## src/rtl/rdc_pulse_gen_pkg.sv

```systemverilog
package rdc_pulse_gen_pkg;

  // Value that the counter and reload register take out of reset.
  function automatic logic [63:0] all_ones(input int w);
    logic [63:0] v;
    v = '0;
    for (int i = 0; i < w; i++) v[i] = 1'b1;
    return v;
  endfunction

  // Underflow-side events produced by the counting core.
  typedef struct packed {
    logic unf;    // underflow in this cycle
    logic start;  // run rising edge in this cycle
  } core_evt_t;

endpackage

```

## src/rtl/rdc_rst_sync.sv

```systemverilog
module rdc_rst_sync #(
  parameter int STAGES = 2
) (
  input  logic clk,
  input  logic rst_n,
  output logic rst_s_n
);
  localparam int LAST = STAGES - 1;

  logic [LAST:0] sync_q;

  always_ff @(posedge clk or negedge rst_n) begin
    if (!rst_n) sync_q <= '0;
    else        sync_q <= {sync_q[LAST-1:0], 1'b1};
  end

  assign rst_s_n = sync_q[LAST];
endmodule

```

## src/rtl/rdc_src_mux.sv

```systemverilog
module rdc_src_mux #(
  parameter int SRC_N = 8,
  localparam int SEL_W = (SRC_N > 1) ? $clog2(SRC_N) : 1
) (
  input  logic [SRC_N-1:0] src_ticks_i,
  input  logic [SEL_W-1:0] src_sel_i,
  output logic             tick_o
);
  always_comb begin
    tick_o = 1'b0;
    for (int i = 0; i < SRC_N; i++) begin
      if (src_sel_i == SEL_W'(i)) tick_o = src_ticks_i[i];
    end
  end
endmodule

```

## src/rtl/rdc_count_core.sv

```systemverilog
module rdc_count_core
  import rdc_pulse_gen_pkg::*;
#(
  parameter int CNT_W = 16
) (
  input  logic             clk,
  input  logic             rst_n,
  input  logic             tick_i,
  input  logic             run_i,
  input  logic             wr_en_i,
  input  logic [CNT_W-1:0] wr_data_i,
  output logic [CNT_W-1:0] cnt_o,
  output logic [CNT_W-1:0] rld_o,
  output logic             run_q_o,
  output core_evt_t        evt_o
);
  localparam logic [CNT_W-1:0] RST_VAL = CNT_W'(all_ones(CNT_W));
  localparam logic [CNT_W-1:0] ZERO    = '0;

  logic [CNT_W-1:0] cnt_q, cnt_d;
  logic [CNT_W-1:0] rld_q, rld_d;
  logic             run_q;
  logic             step;
  logic             unf;

  always_comb begin
    cnt_d = cnt_q;
    rld_d = rld_q;
    step  = run_i & tick_i;
    unf   = 1'b0;
    if (step) begin
      if (cnt_q == ZERO) begin
        unf   = 1'b1;
        cnt_d = rld_q;
      end else begin
        cnt_d = cnt_q - CNT_W'(1);
      end
    end
    if (wr_en_i) begin
      rld_d = wr_data_i;
      if (!run_i || unf) cnt_d = wr_data_i;
    end
  end

  always_ff @(posedge clk or negedge rst_n) begin
    if (!rst_n) begin
      cnt_q <= RST_VAL;
      rld_q <= RST_VAL;
      run_q <= 1'b0;
    end else begin
      cnt_q <= cnt_d;
      rld_q <= rld_d;
      run_q <= run_i;
    end
  end

  assign cnt_o       = cnt_q;
  assign rld_o       = rld_q;
  assign run_q_o     = run_q;
  assign evt_o.unf   = unf;
  assign evt_o.start = run_i & ~run_q;
endmodule

```

## src/rtl/rdc_wave_out.sv

```systemverilog
module rdc_wave_out
  import rdc_pulse_gen_pkg::*;
(
  input  logic      clk,
  input  logic      rst_n,
  input  core_evt_t evt_i,
  input  logic      init_low_i,
  input  logic      a_stop_i,
  input  logic      a_oe_i,
  output logic      pulse_a_o,
  output logic      pulse_a_en_o,
  output logic      pulse_b_o
);
  logic par_q, par_d;
  logic idle_lvl;
  logic level;

  always_comb begin
    par_d = par_q;
    if (evt_i.start)    par_d = 1'b0;
    else if (evt_i.unf) par_d = ~par_q;
  end

  always_ff @(posedge clk or negedge rst_n) begin
    if (!rst_n) par_q <= 1'b0;
    else        par_q <= par_d;
  end

  assign idle_lvl     = ~init_low_i;
  assign level        = idle_lvl ^ par_q;
  assign pulse_b_o    = level;
  assign pulse_a_o    = a_stop_i ? idle_lvl : level;
  assign pulse_a_en_o = a_oe_i;
endmodule

```

## src/rtl/rdc_status.sv

```systemverilog
module rdc_status (
  input  logic clk,
  input  logic rst_n,
  input  logic unf_i,
  input  logic clr_i,
  output logic flag_o,
  output logic irq_o
);
  logic flag_q, flag_d;
  logic irq_q;

  always_comb begin
    flag_d = flag_q;
    if (unf_i)      flag_d = 1'b1;
    else if (clr_i) flag_d = 1'b0;
  end

  always_ff @(posedge clk or negedge rst_n) begin
    if (!rst_n) begin
      flag_q <= 1'b0;
      irq_q  <= 1'b0;
    end else begin
      flag_q <= flag_d;
      irq_q  <= unf_i;
    end
  end

  assign flag_o = flag_q;
  assign irq_o  = irq_q;
endmodule

```

## src/rtl/rdc_pulse_gen.sv

```systemverilog
module rdc_pulse_gen
  import rdc_pulse_gen_pkg::*;
#(
  parameter int CNT_W = 16,
  parameter int SRC_N = 8,
  localparam int SEL_W = (SRC_N > 1) ? $clog2(SRC_N) : 1
) (
  input  logic             clk,
  input  logic             rst_n,
  input  logic [SRC_N-1:0] src_ticks_i,
  input  logic [SEL_W-1:0] src_sel_i,
  input  logic             run_i,
  input  logic             init_low_i,
  input  logic             a_stop_i,
  input  logic             a_oe_i,
  input  logic             wr_en_i,
  input  logic [CNT_W-1:0] wr_data_i,
  input  logic             flag_clr_i,
  output logic [CNT_W-1:0] cnt_o,
  output logic             irq_o,
  output logic             unf_flag_o,
  output logic             pulse_a_o,
  output logic             pulse_a_en_o,
  output logic             pulse_b_o
);
  logic             rst_s_n;
  logic             tick_sel;
  logic [CNT_W-1:0] rld_q;
  logic             run_q;
  core_evt_t        evt;

  rdc_rst_sync #(.STAGES(2)) u_rst (
    .clk     (clk),
    .rst_n   (rst_n),
    .rst_s_n (rst_s_n)
  );

  rdc_src_mux #(.SRC_N(SRC_N)) u_mux (
    .src_ticks_i (src_ticks_i),
    .src_sel_i   (src_sel_i),
    .tick_o      (tick_sel)
  );

  rdc_count_core #(.CNT_W(CNT_W)) u_core (
    .clk       (clk),
    .rst_n     (rst_s_n),
    .tick_i    (tick_sel),
    .run_i     (run_i),
    .wr_en_i   (wr_en_i),
    .wr_data_i (wr_data_i),
    .cnt_o     (cnt_o),
    .rld_o     (rld_q),
    .run_q_o   (run_q),
    .evt_o     (evt)
  );

  rdc_wave_out u_wave (
    .clk          (clk),
    .rst_n        (rst_s_n),
    .evt_i        (evt),
    .init_low_i   (init_low_i),
    .a_stop_i     (a_stop_i),
    .a_oe_i       (a_oe_i),
    .pulse_a_o    (pulse_a_o),
    .pulse_a_en_o (pulse_a_en_o),
    .pulse_b_o    (pulse_b_o)
  );

  rdc_status u_stat (
    .clk    (clk),
    .rst_n  (rst_s_n),
    .unf_i  (evt.unf),
    .clr_i  (flag_clr_i),
    .flag_o (unf_flag_o),
    .irq_o  (irq_o)
  );
endmodule

```

## config.mk

```make
export PLATFORM = sky130hd
export DESIGN_NAME = rdc_pulse_gen
export DESIGN_NICKNAME = d
export VERILOG_FILES = /design/src/rtl/rdc_pulse_gen_pkg.sv /design/src/rtl/rdc_rst_sync.sv /design/src/rtl/rdc_src_mux.sv /design/src/rtl/rdc_count_core.sv /design/src/rtl/rdc_wave_out.sv /design/src/rtl/rdc_status.sv /design/src/rtl/rdc_pulse_gen.sv
export SDC_FILE = /design/constraint.sdc
export NUM_CORES = 1
export LEC_CHECK = 0
export BUFFER_PORTS_ARGS = -buffer_cell sky130_fd_sc_hd__buf_2
export CORE_MARGIN = 2
export CORE_UTILIZATION = 36
export CTS_CLUSTER_DIAMETER = 50
export DETAILED_ROUTE_END_ITERATION = 12
export GPL_TIMING_DRIVEN = 0
export SYNTH_ARGS = -nofsm -noshare
export SYNTH_HDL_FRONTEND = slang
export SYNTH_SLANG_ARGS = --single-unit
```

## constraint.sdc

```tcl
create_clock -name clk -period 1.2 [get_ports clk]
set_clock_uncertainty 0.15 [all_clocks]
set_input_delay 0.06 -clock clk [delete_from_list [all_inputs] [get_ports clk]]
set_output_delay 0.06 -clock clk [all_outputs]
set_load 0.02 [all_outputs]
```

==> impl_metrics.tcl, run 1 <==
set metrics [dict create \
    synthMuxAreaShare_pct 10.1 \
    maxSlewHeadroom_pct 47.0 \
    synth_compound_area_share_pct 21.6 \
    start_kind "flip-flop" \
    power.share.clock_pct 26.3 \
    synthXorXnorAreaFrac_pct 0.801 \
    drtPass1Iterations 4 \
    root_buffer "clkbuf_8" \
    ys_seq_area_share_pct 45.3 \
    synth_edf_count 0 \
    p_per_area_nw_per_um2 1180 \
    yosysTopAreaCell "dfstp_2" \
    grt_pass1_vias 2020 \
    synth.net_count 258 \
    grt_usage_pct 19.5 \
    r2r_end "u_core.cnt_o[0]" \
    syn-cell-area_um2 2190 \
    reg2reg_depth 8 \
    antenna_found_initial 0 \
    report.final.slew_viol_count 0 \
    core_region_area_um2 5890 \
    drive_above_1_share_pct 53.4 \
    reg2reg_slack_ps -1340 \
    drc_errors 0 \
    gr-total-overflow 0 \
    vias_per_cell 5.33 \
    total_power_mw 3.95 \
    max_freq_mhz 394 \
    avgRoutedWirePerCell_um 16.2 \
    post-route-min-period_ps 2540 \
    netSwitchingFraction_pct 30.7 \
    ctsHtreeMaxLevel 2 \
    netlist_instances 221 \
    intPower_mw 2.74 \
    vias 2116 \
    syn_area_per_cell_um2 9.89 \
    grt_max_degree 37 \
    worstSetupStartpoint "u_core.cnt_o[0]" \
    critical_path_required_ps 1280 \
    async_reset_ff_share_pct 100 \
    clk_pin_slew_ps 80 \
    drt-initial-drc-count 126 \
    crit_slowest_cell "or4_4" \
    ys_warn_count 0 \
    rsz0062_at_grt "true" \
    initial_core_util_pct 37.1 \
    synthTopCellsByArea "dfstp_2, mux2_2, dfrtp_1" \
    synth_top_cell_area_share_pct 38.5 \
    combPwrFrac_pct 30.2 \
    routed_wl_um 6420 \
    io_buffers 54 \
    cts_tree "built" \
    gp_congestion 0.781 \
    synth_fa_ha_area_share_pct 1.14 \
    path_cells "inv_2, ha_4, or4b_4, or4_4, clkbuf_16, o21ai_2, o21ai_1, o22a_1" \
    rows 28 \
    path_class "flip-flop to flip-flop" \
    worstReg2RegStart "u_core.cnt_o[0]" \
    numClockSinks 38 \
    dieArea_um2 6710 \
    ir_worst_vdd_mv 0.757 \
    min_to "u_core.cnt_o[9]" \
    ys_seq_elements 38 \
    setup-tns-final_ps -24380 \
    hp-start "run_i" \
    postRouteAntennaNets 0 \
    synth_top_family_by_area "compound AO/OA/AOI/OAI gates" \
    cts_buffers 5 \
    setup_ws_ps -1340 \
    cp_slowest_stage_delay_ps 630 \
    synthSimpleGateAreaFrac_pct 14.9 \
    final_nets 358 \
    p_sw_mw 1.21 \
    dieHeight_um 81.9 \
    dpl.hpwl_um 4000 \
    cellLeakagePower_nw 1.46 \
    ys.flop_type "dfstp_2" \
    antenna_cells 0 \
    min_path_type "primary input to flip-flop" \
    tightest_slew_ps 795 \
    whs_ps 123 \
    path_max_fanout 7 \
    violations "negative setup slack" \
    critPathCaptureType "flip-flop" \
    num_io_pins 56 \
    pwr-share-seq_pct 43.6 \
    cp_data_arrival_time_ps 2620 \
    syn_to_final_growth_pct 53.1 \
    grt_pass1_wl_um 9860 \
    cts_buffer_depth 2 \
    fp.dieW_um 81.9 \
    hold_viol_final 0 \
    worstHoldPathCells 5 \
    setup_viol 35 \
    fin_util_pct 56.8 \
    cap_violations 0 \
    synth.distinct_cells 50 \
    status "finished, violations left" \
    clk_latency_ps 300 \
    period_share_pct 211 \
]
==> worst max-delay path, delay by kind of cell (launching register included) <==
kind	cells	cell delay (ps)
AOI/OAI and AO/OA	3	400
DFF	1	390
and+or+nand+nor	2	1120
adders and majority gates	1	130
buffers and inverters	2	280
==> metal layers <==
| metal | wire length (um) | GRT usage (%) | share of wire [%] | vias to the layer above |
|---|---|---|---|---|
| met3 | 346 | 3.41 | 5.4 | 8 |
| met4 | 76 | 6.67 | 1.2 | 0 |
| met2 | 3100 | 32.4 | 48 | 61 |
| met1 | 2900 | 25.6 | 45 | 1039 |
| li1 | - | - | - | 1008 |
| met5 | 0 | 0 | 0 | - |
==> flip-flops by register name, summed over array words and instances (netlist names) <==
name / cells
u_core.run_q_o: 1
u_rst.sync_q: 2
u_core.cnt_o: 16
u_stat.flag_o: 1
u_wave.par_q: 1
u_stat.irq_o: 1
u_core.rld_o: 16
==> power by group through the flow <==
stage	clock [mW]	sequential (mW)	combinational, mW
2_1_floorplan	0	1.80	0.435
3_3_place_gp	0	1.74	0.786
3_5_place_dp	0	1.74	0.792
4_1_cts	1.07	1.71	1.10
5_1_grt	1.11	1.75	1.28
6_report	1.04	1.72	1.19
==> synth_stat cells, types with 2 or more instances <==
master     instances
dfstp_2           32
nand2_1           22
o21ai_1           18
mux2_2            16
a21oi_1           13
inv_1             11
nor2_1            11
dfrtp_1            6
clkbuf_1           5
nor2b_1            5
o21ai_0            5
o22a_1             5
mux2i_1            4
a2bb2oi_1          3
buf_4              3
buf_6              3
nor3_1             3
nor4_1             3
o21ai_2            3
o32a_1             3
or4_4              3
a211oi_1           2
a21o_1             2
a22o_1             2
a41oi_1            2
and3_1             2
buf_2              2
ha_1               2
nand3_1            2
o21bai_1           2
o22ai_1            2
o31ai_1            2
or2_2              2
or3_1              2
or4_1              2
xnor2_1            2
==> metrics by stage <==
stage / cells / setup slack, ps / cell area, um2
after floorplan: 221 / -1190 / 2200
after global placement: 350 / -1430 / 2560
after detailed placement: 350 / -1400 / 2560
after CTS: 391 / -1250 / 3170
after global routing: 397 / -1360 / 3350
final: 397 / -1340 / 3350
==> worst max path at each step <==
stage,end
floorplan,u_core.cnt_o[2]
global placement,u_core.cnt_o[1]
detailed placement,u_core.cnt_o[7]
CTS,u_core.cnt_o[2]
global route,u_core.cnt_o[0]
finish,u_core.cnt_o[0]
==> placed cells by master, fill, tap and decap left out, drive strengths merged, types with 2 or more instances in the layout <==
| cell | Yosys | final |
|---|---|---|
| a22o | 2 | 2 |
| nor2b | 5 | 5 |
| nor4 | 3 | 3 |
| o22a | 5 | 5 |
| mux2i | 4 | 4 |
| or4b | 2 | 2 |
| nor3 | 3 | 3 |
| dlygate4sd3 | 0 | 20 |
| o22ai | 2 | 2 |
| nor2 | 11 | 11 |
| clkbuf | 5 | 12 |
| and3 | 2 | 2 |
| o21ai | 26 | 26 |
| or2 | 2 | 2 |
| nand3 | 2 | 2 |
| or3 | 2 | 2 |
| mux2 | 16 | 16 |
| xnor2 | 2 | 2 |
| dfrtp | 6 | 6 |
| a211oi | 2 | 2 |
| a21oi | 13 | 13 |
| a2bb2oi | 3 | 3 |
| o21bai | 2 | 2 |
| dfstp | 32 | 32 |
| ha | 2 | 2 |
| nand2 | 22 | 22 |
| buf | 9 | 83 |
| o32a | 3 | 3 |
| a41oi | 2 | 2 |
| or4 | 5 | 5 |
| inv | 11 | 11 |
| a21o | 2 | 2 |
| o31ai | 2 | 2 |
==> what timing repair did <==
item                                    4_1_cts  5_1_grt
setup buffers                                14        6
endpoints found under the hold margin        37        0
gates resized for setup                      50       28
pin swaps                                     2       13
hold buffers                                 20        0
gates cloned                                  1        1
endpoints found under the setup margin       45       37
==> layout make-up <==
type / instances / area [um2]
fillers: 545 / 2540
clock buffers: 8 / 110
flip-flops and latches: 38 / 992
plain buffers: 12 / 100
well taps: 75 / 93.8
multi-input cells: 158 / 1190
repair buffers: 95 / 822
inverters: 11 / 41.3
==> cell families after synthesis <==
family                   count (synthesis)
XOR/XNOR                                 2
buffers and inverters                   25
AO/OA/AOI/OAI                           71
AND/OR/NAND/NOR                         62
flip-flops                              38
multiplexers                            20
adder cells (fa/ha/maj)                  2
other                                    1
Power figures use the tool's default switching activity.
==> run 2: changes to the inputs <==
--- a/config.mk
+++ b/config.mk
@@ -7,10 +7,11 @@
 export LEC_CHECK = 0
 export BUFFER_PORTS_ARGS = -buffer_cell sky130_fd_sc_hd__buf_2
 export CORE_MARGIN = 2
-export CORE_UTILIZATION = 36
+export CORE_UTILIZATION = 48
 export CTS_CLUSTER_DIAMETER = 50
 export DETAILED_ROUTE_END_ITERATION = 12
 export GPL_TIMING_DRIVEN = 0
+export PLACE_DENSITY = 0.76
 export SYNTH_ARGS = -nofsm -noshare
 export SYNTH_HDL_FRONTEND = slang
 export SYNTH_SLANG_ARGS = --single-unit
==> run 2 against run 1 <==
The run still ends with negative setup slack left. Clock-buffer cell count is 3 lower. Non-clock buffer count is 2 lower. Highest routed layer unchanged. Critical endpoint is now u_core.cnt_o[8]. Hold slack worse by 110 ps. Register-to-register slack hardly changed. Total power is 8.6% higher. Sequential share of layout area is 0.27 points higher. Via count is 7.2% higher. Largest cell class unchanged. Worst setup slack better by 7.4 ps. Sequential power hardly changed. Combinational power is 4% higher. Flip-flop and latch count stayed put. First-iteration DRC count is 120% higher.
==> impl_metrics.tcl, run 2 (synthesis results as in run 1) <==
set metrics [dict create \
    post-route-min-period_ps 2530 \
    drc_errors 0 \
    critPathCaptureType "flip-flop" \
    grt_pass1_wl_um 10700 \
    netSwitchingFraction_pct 30.1 \
    numClockSinks 38 \
    cap_violations 0 \
    max_freq_mhz 395 \
    root_buffer "clkbuf_8" \
    hp-start "run_i" \
    final_nets 356 \
    tightest_slew_ps 791 \
    gp_congestion 0.815 \
    fp.dieW_um 71.5 \
    grt_max_degree 37 \
    hold_viol_final 0 \
    power.share.clock_pct 30.7 \
    violations "negative setup slack" \
    pre_cts_ws_ps -1380 \
    post_dp_cell_area_um2 2530 \
    clk_pin_slew_ps 80 \
    report.final.slew_viol_count 0 \
    postRouteAntennaNets 0 \
    cp_data_arrival_time_ps 2600 \
    num_io_pins 56 \
    dp.cells 327 \
    io_buffers 54 \
    stdcell_count 372 \
    ir_worst_vdd_mv 0.739 \
    vias_per_cell 6.10 \
    ctsHtreeMaxLevel 2 \
    rows 24 \
    drive_above_1_share_pct 54.1 \
    pwr-share-seq_pct 40.4 \
    path_class "flip-flop to flip-flop" \
    avgRoutedWirePerCell_um 19.1 \
    cellLeakagePower_nw 1.46 \
    worstHoldPathCells 3 \
    gr-total-overflow 0 \
    final_cell_mix "buf_2, dfstp_2, buf_6" \
    min_path_type "primary input to flip-flop" \
    p_sw_mw 1.29 \
    path_max_fanout 6 \
    cts_buffer_depth 2 \
    intPower_mw 3.00 \
    r2r_end "u_core.cnt_o[8]" \
    setup_viol 36 \
    core_region_area_um2 4380 \
    period_share_pct 211 \
    status "finished, violations left" \
    start_kind "flip-flop" \
    p_per_area_nw_per_um2 1290 \
    final_common_cell "buf_2" \
    cts_tree "built" \
    min_to "u_wave.par_q" \
    setup_ws_ps -1330 \
    maxSlewHeadroom_pct 47.2 \
    vias 2269 \
    final_area_um2 3320 \
    cts_buffers 5 \
    clk_latency_ps 300 \
    dieArea_um2 5110 \
    antenna_found_initial 0 \
    antenna_cells 0 \
    initial_core_util_pct 49.9 \
    reg2reg_depth 8 \
    combPwrFrac_pct 28.9 \
    rsz0062_at_grt "true" \
    drtPass1Iterations 5 \
    grt_usage_pct 26.8 \
    grt_pass1_vias 2146 \
    dieHeight_um 71.5 \
    dpl.hpwl_um 3800 \
    drt-initial-drc-count 271 \
    critical_path_required_ps 1270 \
    routed_wl_um 7090 \
    worstReg2RegStart "u_core.cnt_o[0]" \
    reg2reg_slack_ps -1330 \
    syn_to_final_growth_pct 51.7 \
]
==> run 2: cell types whose count changed in the layout (fill, tap and decap cells not counted), sizes merged <==
cell | previous run | this run
buf | 83 | 81
bufinv | 0 | 2
clkbuf | 12 | 9
clkinv | 0 | 1
==> run 2: worst max-delay path: stages (launching register included) <==
cell     delay (ps)
dfstp_2         390
inv_4            80
ha_4            130
or4b_4          500
or4_4           610
buf_6           170
o22a_1          190
o21ai_1         140
o21ai_1         110
==> run 2: how the worst max path moves through the flow <==
stage	from	endpoint	depth (start not counted)
6_report	u_core.cnt_o[0]	u_core.cnt_o[8]	8
5_1_grt	u_core.cnt_o[0]	u_core.cnt_o[8]	10
4_1_cts	u_core.cnt_o[0]	u_core.cnt_o[0]	8
3_5_place_dp	u_core.cnt_o[0]	u_core.cnt_o[1]	10
3_3_place_gp	u_core.cnt_o[0]	u_core.cnt_o[1]	10
2_1_floorplan	u_core.cnt_o[0]	u_core.cnt_o[2]	9
==> run 2: routing by layer <==
metal / GRT usage, % / up-vias / routed length, um
li1: - / 1002 / -
met5: 0 / - / 0
met3: 4.92 / 21 / 608
met1: 34.5 / 1105 / 2700
met2: 44.4 / 141 / 3620
met4: 11.7 / 0 / 153
==> run 2: what timing repair did <==
action,4_1_cts,5_1_grt
endpoints found under the setup margin,45,37
hold buffers,20,0
endpoints found under the hold margin,36,0
cloned,1,0
pin swaps,11,17
gates resized for setup,62,26
buffers inserted,12,7
==> run 2: power groups by stage <==
| stage | combinational, mW | clock, mW | sequential [mW] |
|---|---|---|---|
| 2_1_floorplan | 0.435 | 0 | 1.80 |
| 3_3_place_gp | 0.776 | 0 | 1.73 |
| 3_5_place_dp | 0.795 | 0 | 1.74 |
| 4_1_cts | 1.09 | 1.33 | 1.71 |
| 5_1_grt | 1.31 | 1.38 | 1.75 |
| 6_report | 1.24 | 1.32 | 1.73 |
==> run 2: area by class of cell <==
type,count,area (um2)
plain buffers,12,106
clock inverters,3,68.8
fillers,276,1070
inverters,11,43.8
flip-flops and latches,38,992
multi-input cells,158,1190
repair buffers,93,783
well taps,52,65.1
clock buffers,5,68.8
==> run 2: stage by stage <==
stage                     TNS (ps)  power (mW)  util (%)  hold slack, ps
after global routing        -26470        4.44      75.6            51.7
after global placement      -28070        2.51      57.7            -304
after detailed placement    -28500        2.53      57.7            -302
after floorplan             -21150        2.23         -            -386
final                       -25130        4.29      75.6            10.1
after CTS                   -24250        4.14      72.3            3.24
